===== src/rtl/mtd_pkg.sv =====
package mtd_pkg;

    // Smallest power of two strictly greater than the largest lag.
    function automatic int unsigned ring_depth(input int unsigned max_lag);
        return 1 << $clog2(max_lag + 1);
    endfunction

    // Index width for a count of items, never below one bit.
    function automatic int unsigned idx_bits(input int unsigned n);
        return (n > 1) ? $clog2(n) : 1;
    endfunction

endpackage


===== src/rtl/mtd_store.sv =====
module mtd_store #(
    parameter int unsigned W     = 1,
    parameter int unsigned DEPTH = 16,
    parameter int unsigned AW    = 4
) (
    input  logic          clk,
    input  logic          rst_n,
    input  logic          we,
    input  logic [AW-1:0] waddr,
    input  logic [W-1:0]  wdata,
    input  logic [AW-1:0] raddr,
    output logic [W-1:0]  rdata
);

    logic [W-1:0] mem_q [DEPTH];

    always_ff @(posedge clk) begin
        if (!rst_n) begin
            for (int i = 0; i < DEPTH; i++) mem_q[i] <= '0;
        end else if (we) begin
            mem_q[waddr] <= wdata;
        end
    end

    assign rdata = mem_q[raddr];


    wr_land_chk: assert property (@(posedge clk) disable iff (!rst_n)
        $past(we) |-> mem_q[$past(waddr)] == $past(wdata));

endmodule


===== src/rtl/mtd_sequencer.sv =====
module mtd_sequencer #(
    parameter int unsigned NTAP          = 4,
    parameter int unsigned TAP_LAG [NTAP] = '{1, 3, 6, 10},
    parameter int unsigned AW            = 4,
    parameter int unsigned IW            = 2
) (
    input  logic          clk,
    input  logic          rst_n,
    input  logic          smp_en,
    output logic          we,
    output logic [AW-1:0] waddr,
    output logic [AW-1:0] raddr,
    output logic          cap_en,
    output logic [IW-1:0] cap_idx,
    output logic          tap_vld,
    output logic          overrun
);

    localparam logic [IW-1:0] LAST = IW'(NTAP - 1);

    typedef struct packed {
        logic [AW-1:0] wptr;
        logic          busy;
        logic [IW-1:0] idx;
        logic          vld;
        logic          ovr;
    } seq_t;

    seq_t st_d, st_q;
    logic [AW-1:0] lag_sel;

    // Lag for the tap being read this cycle
    always_comb begin
        lag_sel = '0;
        for (int k = 0; k < NTAP; k++) begin
            if (IW'(k) == st_q.idx) lag_sel = AW'(TAP_LAG[k]);
        end
    end

    always_comb begin
        st_d     = st_q;
        st_d.vld = 1'b0;
        st_d.ovr = 1'b0;
        if (st_q.busy) begin
            if (st_q.idx == LAST) begin
                st_d.busy = 1'b0;
                st_d.vld  = !smp_en;
            end else begin
                st_d.idx = st_q.idx + 1'b1;
            end
        end
        if (smp_en) begin
            st_d.wptr = st_q.wptr + 1'b1;
            st_d.busy = 1'b1;
            st_d.idx  = '0;
            st_d.ovr  = st_q.busy;
        end
    end

    always_ff @(posedge clk) begin
        if (!rst_n) st_q <= '0;
        else        st_q <= st_d;
    end

    // Newest sample sits one entry behind the write pointer
    assign we      = smp_en;
    assign waddr   = st_q.wptr;
    assign raddr   = st_q.wptr - AW'(1) - lag_sel;
    assign cap_en  = st_q.busy;
    assign cap_idx = st_q.idx;
    assign tap_vld = st_q.vld;
    assign overrun = st_q.ovr;


    ovr_cause_chk: assert property (@(posedge clk) disable iff (!rst_n)
        overrun |-> $past(smp_en));


    vld_pulse_chk: assert property (@(posedge clk) disable iff (!rst_n)
        tap_vld |=> !tap_vld);


    wptr_hold_chk: assert property (@(posedge clk) disable iff (!rst_n)
        !$past(smp_en) |-> $stable(st_q.wptr));


    idx_range_chk: assert property (@(posedge clk) disable iff (!rst_n)
        st_q.busy |-> st_q.idx <= LAST);

endmodule


===== src/rtl/mtd_tap_bank.sv =====
module mtd_tap_bank #(
    parameter int unsigned W    = 1,
    parameter int unsigned NTAP = 4,
    parameter int unsigned IW   = 2
) (
    input  logic              clk,
    input  logic              rst_n,
    input  logic              cap_en,
    input  logic [IW-1:0]     cap_idx,
    input  logic [W-1:0]      rd_data,
    output logic [NTAP*W-1:0] taps
);

    logic [W-1:0] taps_d [NTAP];
    logic [W-1:0] taps_q [NTAP];

    for (genvar k = 0; k < NTAP; k++) begin : g_tap
        always_comb begin
            taps_d[k] = taps_q[k];
            if (cap_en && cap_idx == IW'(k)) taps_d[k] = rd_data;
        end

        always_ff @(posedge clk) begin
            if (!rst_n) taps_q[k] <= '0;
            else        taps_q[k] <= taps_d[k];
        end

        assign taps[k*W +: W] = taps_q[k];
    end

endmodule


===== src/rtl/multitap_delay.sv =====
module multitap_delay #(
    parameter int unsigned W             = 1,
    parameter int unsigned NTAP          = 4,
    parameter int unsigned TAP_LAG [NTAP] = '{1, 3, 6, 10}
) (
    input  logic              clk,
    input  logic              rst_n,
    input  logic              smp_en,
    input  logic [W-1:0]      smp_in,
    output logic [NTAP*W-1:0] tap_out,
    output logic              tap_vld,
    output logic              overrun
);

    localparam int unsigned DEPTH = mtd_pkg::ring_depth(TAP_LAG[NTAP-1]);
    localparam int unsigned AW    = mtd_pkg::idx_bits(DEPTH);
    localparam int unsigned IW    = mtd_pkg::idx_bits(NTAP);

    logic          we;
    logic [AW-1:0] waddr;
    logic [AW-1:0] raddr;
    logic [W-1:0]  rdata;
    logic          cap_en;
    logic [IW-1:0] cap_idx;

    mtd_sequencer #(
        .NTAP(NTAP), .TAP_LAG(TAP_LAG), .AW(AW), .IW(IW)
    ) u_seq (
        .clk(clk), .rst_n(rst_n), .smp_en(smp_en),
        .we(we), .waddr(waddr), .raddr(raddr),
        .cap_en(cap_en), .cap_idx(cap_idx),
        .tap_vld(tap_vld), .overrun(overrun)
    );

    mtd_store #(
        .W(W), .DEPTH(DEPTH), .AW(AW)
    ) u_store (
        .clk(clk), .rst_n(rst_n), .we(we), .waddr(waddr),
        .wdata(smp_in), .raddr(raddr), .rdata(rdata)
    );

    mtd_tap_bank #(
        .W(W), .NTAP(NTAP), .IW(IW)
    ) u_bank (
        .clk(clk), .rst_n(rst_n), .cap_en(cap_en), .cap_idx(cap_idx),
        .rd_data(rdata), .taps(tap_out)
    );

    // Lags must be positive and strictly increasing
    initial begin
        for (int k = 0; k < NTAP; k++) begin
            lag_min_chk: assert (TAP_LAG[k] >= 1);
            if (k > 0) begin
                lag_order_chk: assert (TAP_LAG[k] > TAP_LAG[k-1]);
            end
        end
    end


    tap_hold_chk: assert property (@(posedge clk) disable iff (!rst_n)
        !$past(cap_en) |-> $stable(tap_out));


    vld_after_cap_chk: assert property (@(posedge clk) disable iff (!rst_n)
        tap_vld |-> $past(cap_en));

endmodule


===== config.mk =====
export PLATFORM = sky130hd
export DESIGN_NAME = multitap_delay
export DESIGN_NICKNAME = d
export VERILOG_FILES = /design/src/rtl/mtd_pkg.sv /design/src/rtl/mtd_store.sv /design/src/rtl/mtd_sequencer.sv /design/src/rtl/mtd_tap_bank.sv /design/src/rtl/multitap_delay.sv
export SDC_FILE = /design/constraint.sdc
export NUM_CORES = 1
export LEC_CHECK = 0
export CAP_MARGIN = 20
export CORE_MARGIN = 4
export CORE_UTILIZATION = 40
export DETAILED_ROUTE_END_ITERATION = 8
export PLACE_DENSITY = 0.67
export SLEW_MARGIN = 30
export SYNTH_ARGS = -nofsm -noshare
export SYNTH_HDL_FRONTEND = slang
export SYNTH_SLANG_ARGS = --single-unit

===== constraint.sdc =====
create_clock -name clk -period 3.8 [get_ports clk]
set_clock_uncertainty 0.1 [all_clocks]
set_input_delay 0.76 -clock clk [delete_from_list [all_inputs] [get_ports clk]]
set_output_delay 0.76 -clock clk [all_outputs]
set_load 0.05 [all_outputs]

==> results of run 1 <==
[report_power, final]
group	switching [W]	total (W)	internal, W
combinational	0.0000460	0.0000833	0.0000374
sequential	0.00000942	0.000323	0.000313
clock	0.000108	0.000238	0.000130
total	0.000164	0.000644	0.000480
[final cells by class]
class / instances / area (um2)
Clock buffer: 8 / 80.1
Timing Repair Buffer: 9 / 90.1
Tap cell: 48 / 60.1
Inverter: 5 / 18.8
Sequential cell: 29 / 591
Fill cell: 335 / 2010
Multi-Input combinational cell: 119 / 926
[layer usage]
layer,up-vias,track usage [%],part of all wire (%)
li1,570,-,-
met2,23,19.8,47
met3,6,3.93,4.6
met1,510,17.0,47
met4,0,4.38,1.2
met5,-,0,0
[how the worst max path moves through the flow]
| stage | start | end | slack (ns) |
|---|---|---|---|
| floorplan | u_seq.cap_idx[0] | u_bank.taps_q[2] | 1.06 |
| global placement | u_seq.cap_idx[0] | u_bank.taps_q[2] | 0.79 |
| detailed placement | u_seq.cap_idx[0] | u_bank.taps_q[2] | 0.66 |
| CTS | u_seq.cap_idx[0] | u_bank.taps_q[2] | 0.64 |
| global route | u_seq.cap_idx[0] | u_bank.taps_q[2] | 0.47 |
| finish | u_seq.cap_idx[0] | u_bank.taps_q[2] | 0.66 |
[through the flow]
step / utilization [%] / area (um2)
after detailed placement: 44.7 / 1690
after CTS: 46.8 / 1770
after global routing: 46.8 / 1770
final: 46.8 / 1770
after floorplan: - / 1600
after global placement: 44.7 / 1690
[kinds of logic (layout without fill, tap and decap cells)]
group	after synthesis	count (layout)
buf+inv	17	22
flops	29	29
fa+ha+maj	13	13
mux	27	27
compound gates	13	13
xor+xnor	6	6
simple gates	60	60
[cell usage after synthesis (all sizes together), types with 3 or more instances]
| library cell | instances |
|---|---|
| dfxtp | 28 |
| mux2i | 25 |
| nor2b | 20 |
| ha | 12 |
| nand3 | 10 |
| buf | 7 |
| nand2 | 7 |
| and2 | 6 |
| clkbuf | 5 |
| inv | 5 |
| nand4 | 5 |
| nor2 | 5 |
| nor3 | 4 |
| o21ai | 4 |
| a31oi | 3 |
| xnor2 | 3 |
| xor2 | 3 |
[registers in the layout (all words and copies together), names as in the netlist]
name / flops
u_bank.taps_q: 4
u_seq.overrun: 1
u_store.mem_q: 16
u_seq.tap_vld: 1
u_seq.waddr: 4
u_seq.cap_en: 1
u_seq.cap_idx: 2
[critical path, stage by stage (launching register included)]
cell	delay (ns)
dfxtp_1	0.39
inv_1	0.10
ha_1	0.21
nor2_1	0.09
o21ai_0	0.09
ha_1	0.21
fa_1	0.79
mux2i_1	0.16
mux4_2	0.46
nand3b_1	0.23
a21boi_1	0.15
==> impl_metrics.toml, run 1 <==
[synth]
synth_compound_area_share_pct = 4.92
synth_enable_flop_cells = 1
synth.top_cell.area_share_pct = 35.0
yosys-mux-area-fraction_pct = 18.4
syn_area_um2 = 1600
yosysWarnings = 0
netlist_instances = 165
synth-seq-cells = 29
netlist.top_cell.by_area = "dfxtp_1"
syn_avg_cell_area_um2 = 9.71
ys.flop_type = "dfxtp_1"
synthSimpleGateAreaFrac_pct = 20.5
synth_cell_types = 29
main_combinational_cell_family_by_area_after_synthesis = "simple AND/OR/NAND/NOR gates"
synth_adder_area_share_pct = 10.6
ys_async_sr_fraction_pct = 0
synthXorXnorAreaFrac_pct = 3.28
seq_area_frac_synth_pct = 36.8
syn-num-nets = 182
post_synth_main_area_contributors = "dfxtp_1 35%, mux2i_1 16%, ha_1 9.4%"

[floorplanning]
core_rows = 22
effective_utilization_at_floorplan_pct = 42.5
die_w_um = 71.3
core_area_um2 = 3770
die_y_um = 71.3
total_die_area_um2 = 5080
io_pins = 10

[detailed_routing]
ant_nets = 0
detail_route.drc_violations = 0
drt-pass1-iter-count = 4
route.detailed.wl_per_inst_um = 13.3
detailedRoute.firstIterationViolations = 76
routed-via-count = 1109
routed_via_density = 5.09
wl_um = 2910

[power_and_ir_drop]
leakagePower_nw = 0.751
p_per_area_nw_per_um2 = 365
finalPower_w = 0.000644
vdd.ir_drop.worst_v = 0.000180

[sta]
layout_min_cycle_time_ns = 3.14
fin_crit_sh_pct = 82.8
timing.setup.tns_ns = 0
grt_setup_unrepaired = "false"
postLayoutSetupSlackWorst_ns = 0.655
worst_slack_on_hold_paths_ns = 0.427
worstMarginPinSlew_ns = 0.779
maxClockFrequency_mhz = 318
max_slew_headroom_pct = 47.9
finalSetupViolCount = 0
final-max-slew-violation-count = 0
finalHoldViolCount = 0

[placement]
dp.cells = 210
io_buffer_count = 9
detailed_place_hpwl_um = 2110
place_congestion = 0.810
pre_cts_setup_slack_ns = 0.660

[layout]
syn_to_final_growth_pct = 10.1
most-common-layout-cells = "28 x dfxtp_1, 25 x mux2i_1, 20 x nor2b_1"
antenna_cells_inserted = 0
finalNonFillerCells = 218
drive_above_1_share_pct = 4.12
mostFrequentLayoutCell = "dfxtp_1"
num-nets-final = 186

[global_route]
first_pass_grt_wire_length_um = 5260
globalRouteTotalUtil_pct = 12.8
gr-total-overflow = 0
initial_antenna_violation_count = 0
grt_pass1_vias = 1104
grt_max_degree = 29

[critical_path]
reg2regPathDepth = 10
worstPathRequired_ns = 3.83
path_max_fanout = 8
critPathArrivalTime_ns = 3.17
r2r_slack_ns = 0.66
crit_path_start_kind = "register"
worst_r2r_endpoint = "u_bank.taps_q[2]"
critPathKind = "register to register"
startpoint_of_the_lowest_slack_register_to_register_path = "u_seq.cap_idx[0]"
worstSetupEndpointType = "register"

[hold_path]
cell_count_of_the_worst_hold_path = 2
min_to = "u_seq.tap_vld"
timing.hold.worst.class = "register to register"
holdCritStartpoint = "u_seq.cap_en"

[clocking]
clock_transition_at_the_registers_of_the_reported_paths_ns = 0.06
clock_insertion_delay_worst_skew_ns = 0.27
clk_root_buffer_cell = "clkbuf_8"
cts_tree = "built"
postCtsHoldBufs = 0
numCtsBuffers = 5
clock_sinks = 29
post_cts_resized = 0
cts_setup_buffers = 0
ctsHtreeMaxLevel = 2
clock_path_buffers = 2

[status]
run_status = "complete, no violations"

[job]
max_capacitance_violation_total = 0
Power figures use the tool's default switching activity.
==> run 2, diff against run 1 <==
- clock period: 3.8 -> 3.15 ns (I/O delays scaled with it)
==> run 2 against run 1 <==
Flip-flop and latch count stayed put. Total power is 20% higher. Non-clock buffer count is 3 higher. Register-to-register slack worse by 0.38 ns. First-iteration DRC count is 39% lower. Worst hold slack worse by 0.010 ns. Critical path depth is 1 higher. Via count is 0.99% higher. Sequential power is 20% higher. Largest cell class unchanged. Highest routed layer unchanged.
==> impl_metrics.toml, run 2 (synthesis gave the netlist of run 1 again) <==
[layout]
max_flop_register = "u_store.mem_q"
antenna_cells_inserted = 0
sequential_cell_area_um2 = 592
num-nets-final = 189
mostFrequentLayoutCell = "dfxtp_1"
fillCellCount = 362
most-common-layout-cells = "27 x dfxtp_1, 25 x mux2i_1, 20 x nor2b_1"
syn_to_final_growth_pct = 11.6
multi_input_comb_area_um2 = 926
largest_register_ffs = 16
drive_above_1_share_pct = 6.36

[clocking]
clock_transition_at_the_registers_of_the_reported_paths_ns = 0.06
clock_path_buffers = 2
clock_sinks = 29
numCtsBuffers = 5
clk_root_buffer_cell = "clkbuf_8"
cts_setup_buffers = 0
ctsHtreeMaxLevel = 2
clock_insertion_delay_worst_skew_ns = 0.27
cts_tree = "built"

[detailed_routing]
wl_met3_um = 104
wl_um = 2920
drt-pass1-iter-count = 4
route.detailed.wl_per_inst_um = 13.2
met2_wirelength_um = 1380
top_signal_layer_used = "met4"
routed_via_density = 5.07
routed-via-count = 1120
wl_met1_um = 1390
detailedRoute.firstIterationViolations = 46
detail_route.drc_violations = 0
ant_nets = 0

[sta]
grt_setup_unrepaired = "false"
maxClockFrequency_mhz = 348
timing.setup.tns_ns = 0
fin_crit_sh_pct = 91.1
max_slew_headroom_pct = 50.2
worstMarginPinSlew_ns = 0.744
layout_min_cycle_time_ns = 2.87
final-max-slew-violation-count = 0
finalHoldViolCount = 0
postLayoutSetupSlackWorst_ns = 0.280
worst_slack_on_hold_paths_ns = 0.416
finalSetupViolCount = 0

[floorplanning]
core_rows = 22
io_pins = 10
effective_utilization_at_floorplan_pct = 42.5
die_y_um = 71.3
total_die_area_um2 = 5080
core_area_um2 = 3770
die_w_um = 71.3

[critical_path]
crit_path_start_kind = "register"
critical_path.max_stage_delay_ns = 0.48
critPathKind = "register to register"
worstPathRequired_ns = 3.18
critical-path-slowest-cell = "fa_1"
timing.critical_path.cells = "inv_1 > ha_1 > nor2_1 > o21ai_1 > ha_1 > fa_1 > buf_4 > mux2i_1 > mux4_2 > nand3b_1 > a21boi_1"
critPathArrivalTime_ns = 2.90
path_max_fanout = 8
timing.critical_path.mode_cell = "ha_1"
worstSetupEndpointType = "register"

[global_route]
grt_pass1_vias = 1113
first_pass_grt_wire_length_um = 5020
initial_antenna_violation_count = 0
grt_max_degree = 29
globalRouteTotalUtil_pct = 12.5
gr-total-overflow = 0

[power_and_ir_drop]
pwr-share-clk_pct = 36.4
finalPower_w = 0.000775
internal_power_w = 0.000581
seqPwrFrac_pct = 50.2
vdd.ir_drop.worst_v = 0.000182
leakagePower_nw = 0.767
netSwitchingPower_w = 0.000193
power.switching_fraction_pct = 24.9
combinationalPowerShare_pct = 13.5
p_per_area_nw_per_um2 = 433

[placement]
place_congestion = 0.856
detailed_place_hpwl_um = 2160
io_buffer_count = 9
pre_cts_setup_slack_ns = 0.208

[hold_path]
timing.hold.worst.class = "register to register"

[job]
max_capacitance_violation_total = 0

[status]
run_status = "complete, no violations"
-- run 2: cell types whose count changed in the layout (fill, tap and decap cells not counted) --
cell / change
dfxtp_2: +1
dfxtp_1: -1
buf_4: +3
o21ai_0: -1
o21ai_1: +1
-- run 2: routing by layer --
layer	vias to the layer above	track usage (%)
met1	527	15.9
met2	13	19.6
met5	-	0
met3	6	3.51
li1	574	-
met4	0	5.64
-- run 2: power by group through the flow --
stage	Sequential, W	Combinational (W)	Clock (W)
after floorplan	0.000395	0.0000826	0
after global placement	0.000396	0.000100	0
after detailed placement	0.000396	0.000104	0
after CTS	0.000388	0.000104	0.000294
after global routing	0.000390	0.000115	0.000309
final	0.000389	0.000104	0.000282
-- run 2: path summary, 6_finish.rpt --
kind	startpoint	cells after the start	to	slack [ns]
worst max-delay path	u_seq.cap_idx[0]	11	u_bank.taps_q[2]	0.28
worst min-delay path	u_seq.cap_en	2	u_seq.tap_vld	0.42
worst max register to register	u_seq.cap_idx[0]	11	u_bank.taps_q[2]	0.28
worst min register to register	u_seq.cap_en	2	u_seq.tap_vld	0.42
-- run 2: final cells by class --
cell class	instances	area share, %
multi-input cells	119	51.7
clock buffers	8	4.48
inverters	5	1.05
well taps	48	3.36
flip-flops and latches	29	33.1
repair buffers	12	6.29
-- run 2: critical path, delay by kind of cell, from the launching register on --
kind            cells  cell delay (ns)
buf+inv             2             0.27
compound gates      2             0.22
flops               1             0.36
simple gates        2             0.32
mux                 2             0.55
fa+ha+maj           3             0.90
-- run 2: repair_timing --
| action | CTS | global route |
|---|---|---|
| endpoints found under the setup margin | 0 | 2 |
| gates resized for setup | 0 | 2 |
| hold buffers | 0 | 0 |
-- run 2: stage by stage --
step	std cells	area [um2]	utilization, %
3_3_place_gp	213	1710	45.3
3_5_place_dp	213	1710	45.3
2_1_floorplan	165	1600	-
4_1_cts	221	1790	47.4
5_1_grt	221	1790	47.4
6_report	221	1790	47.4
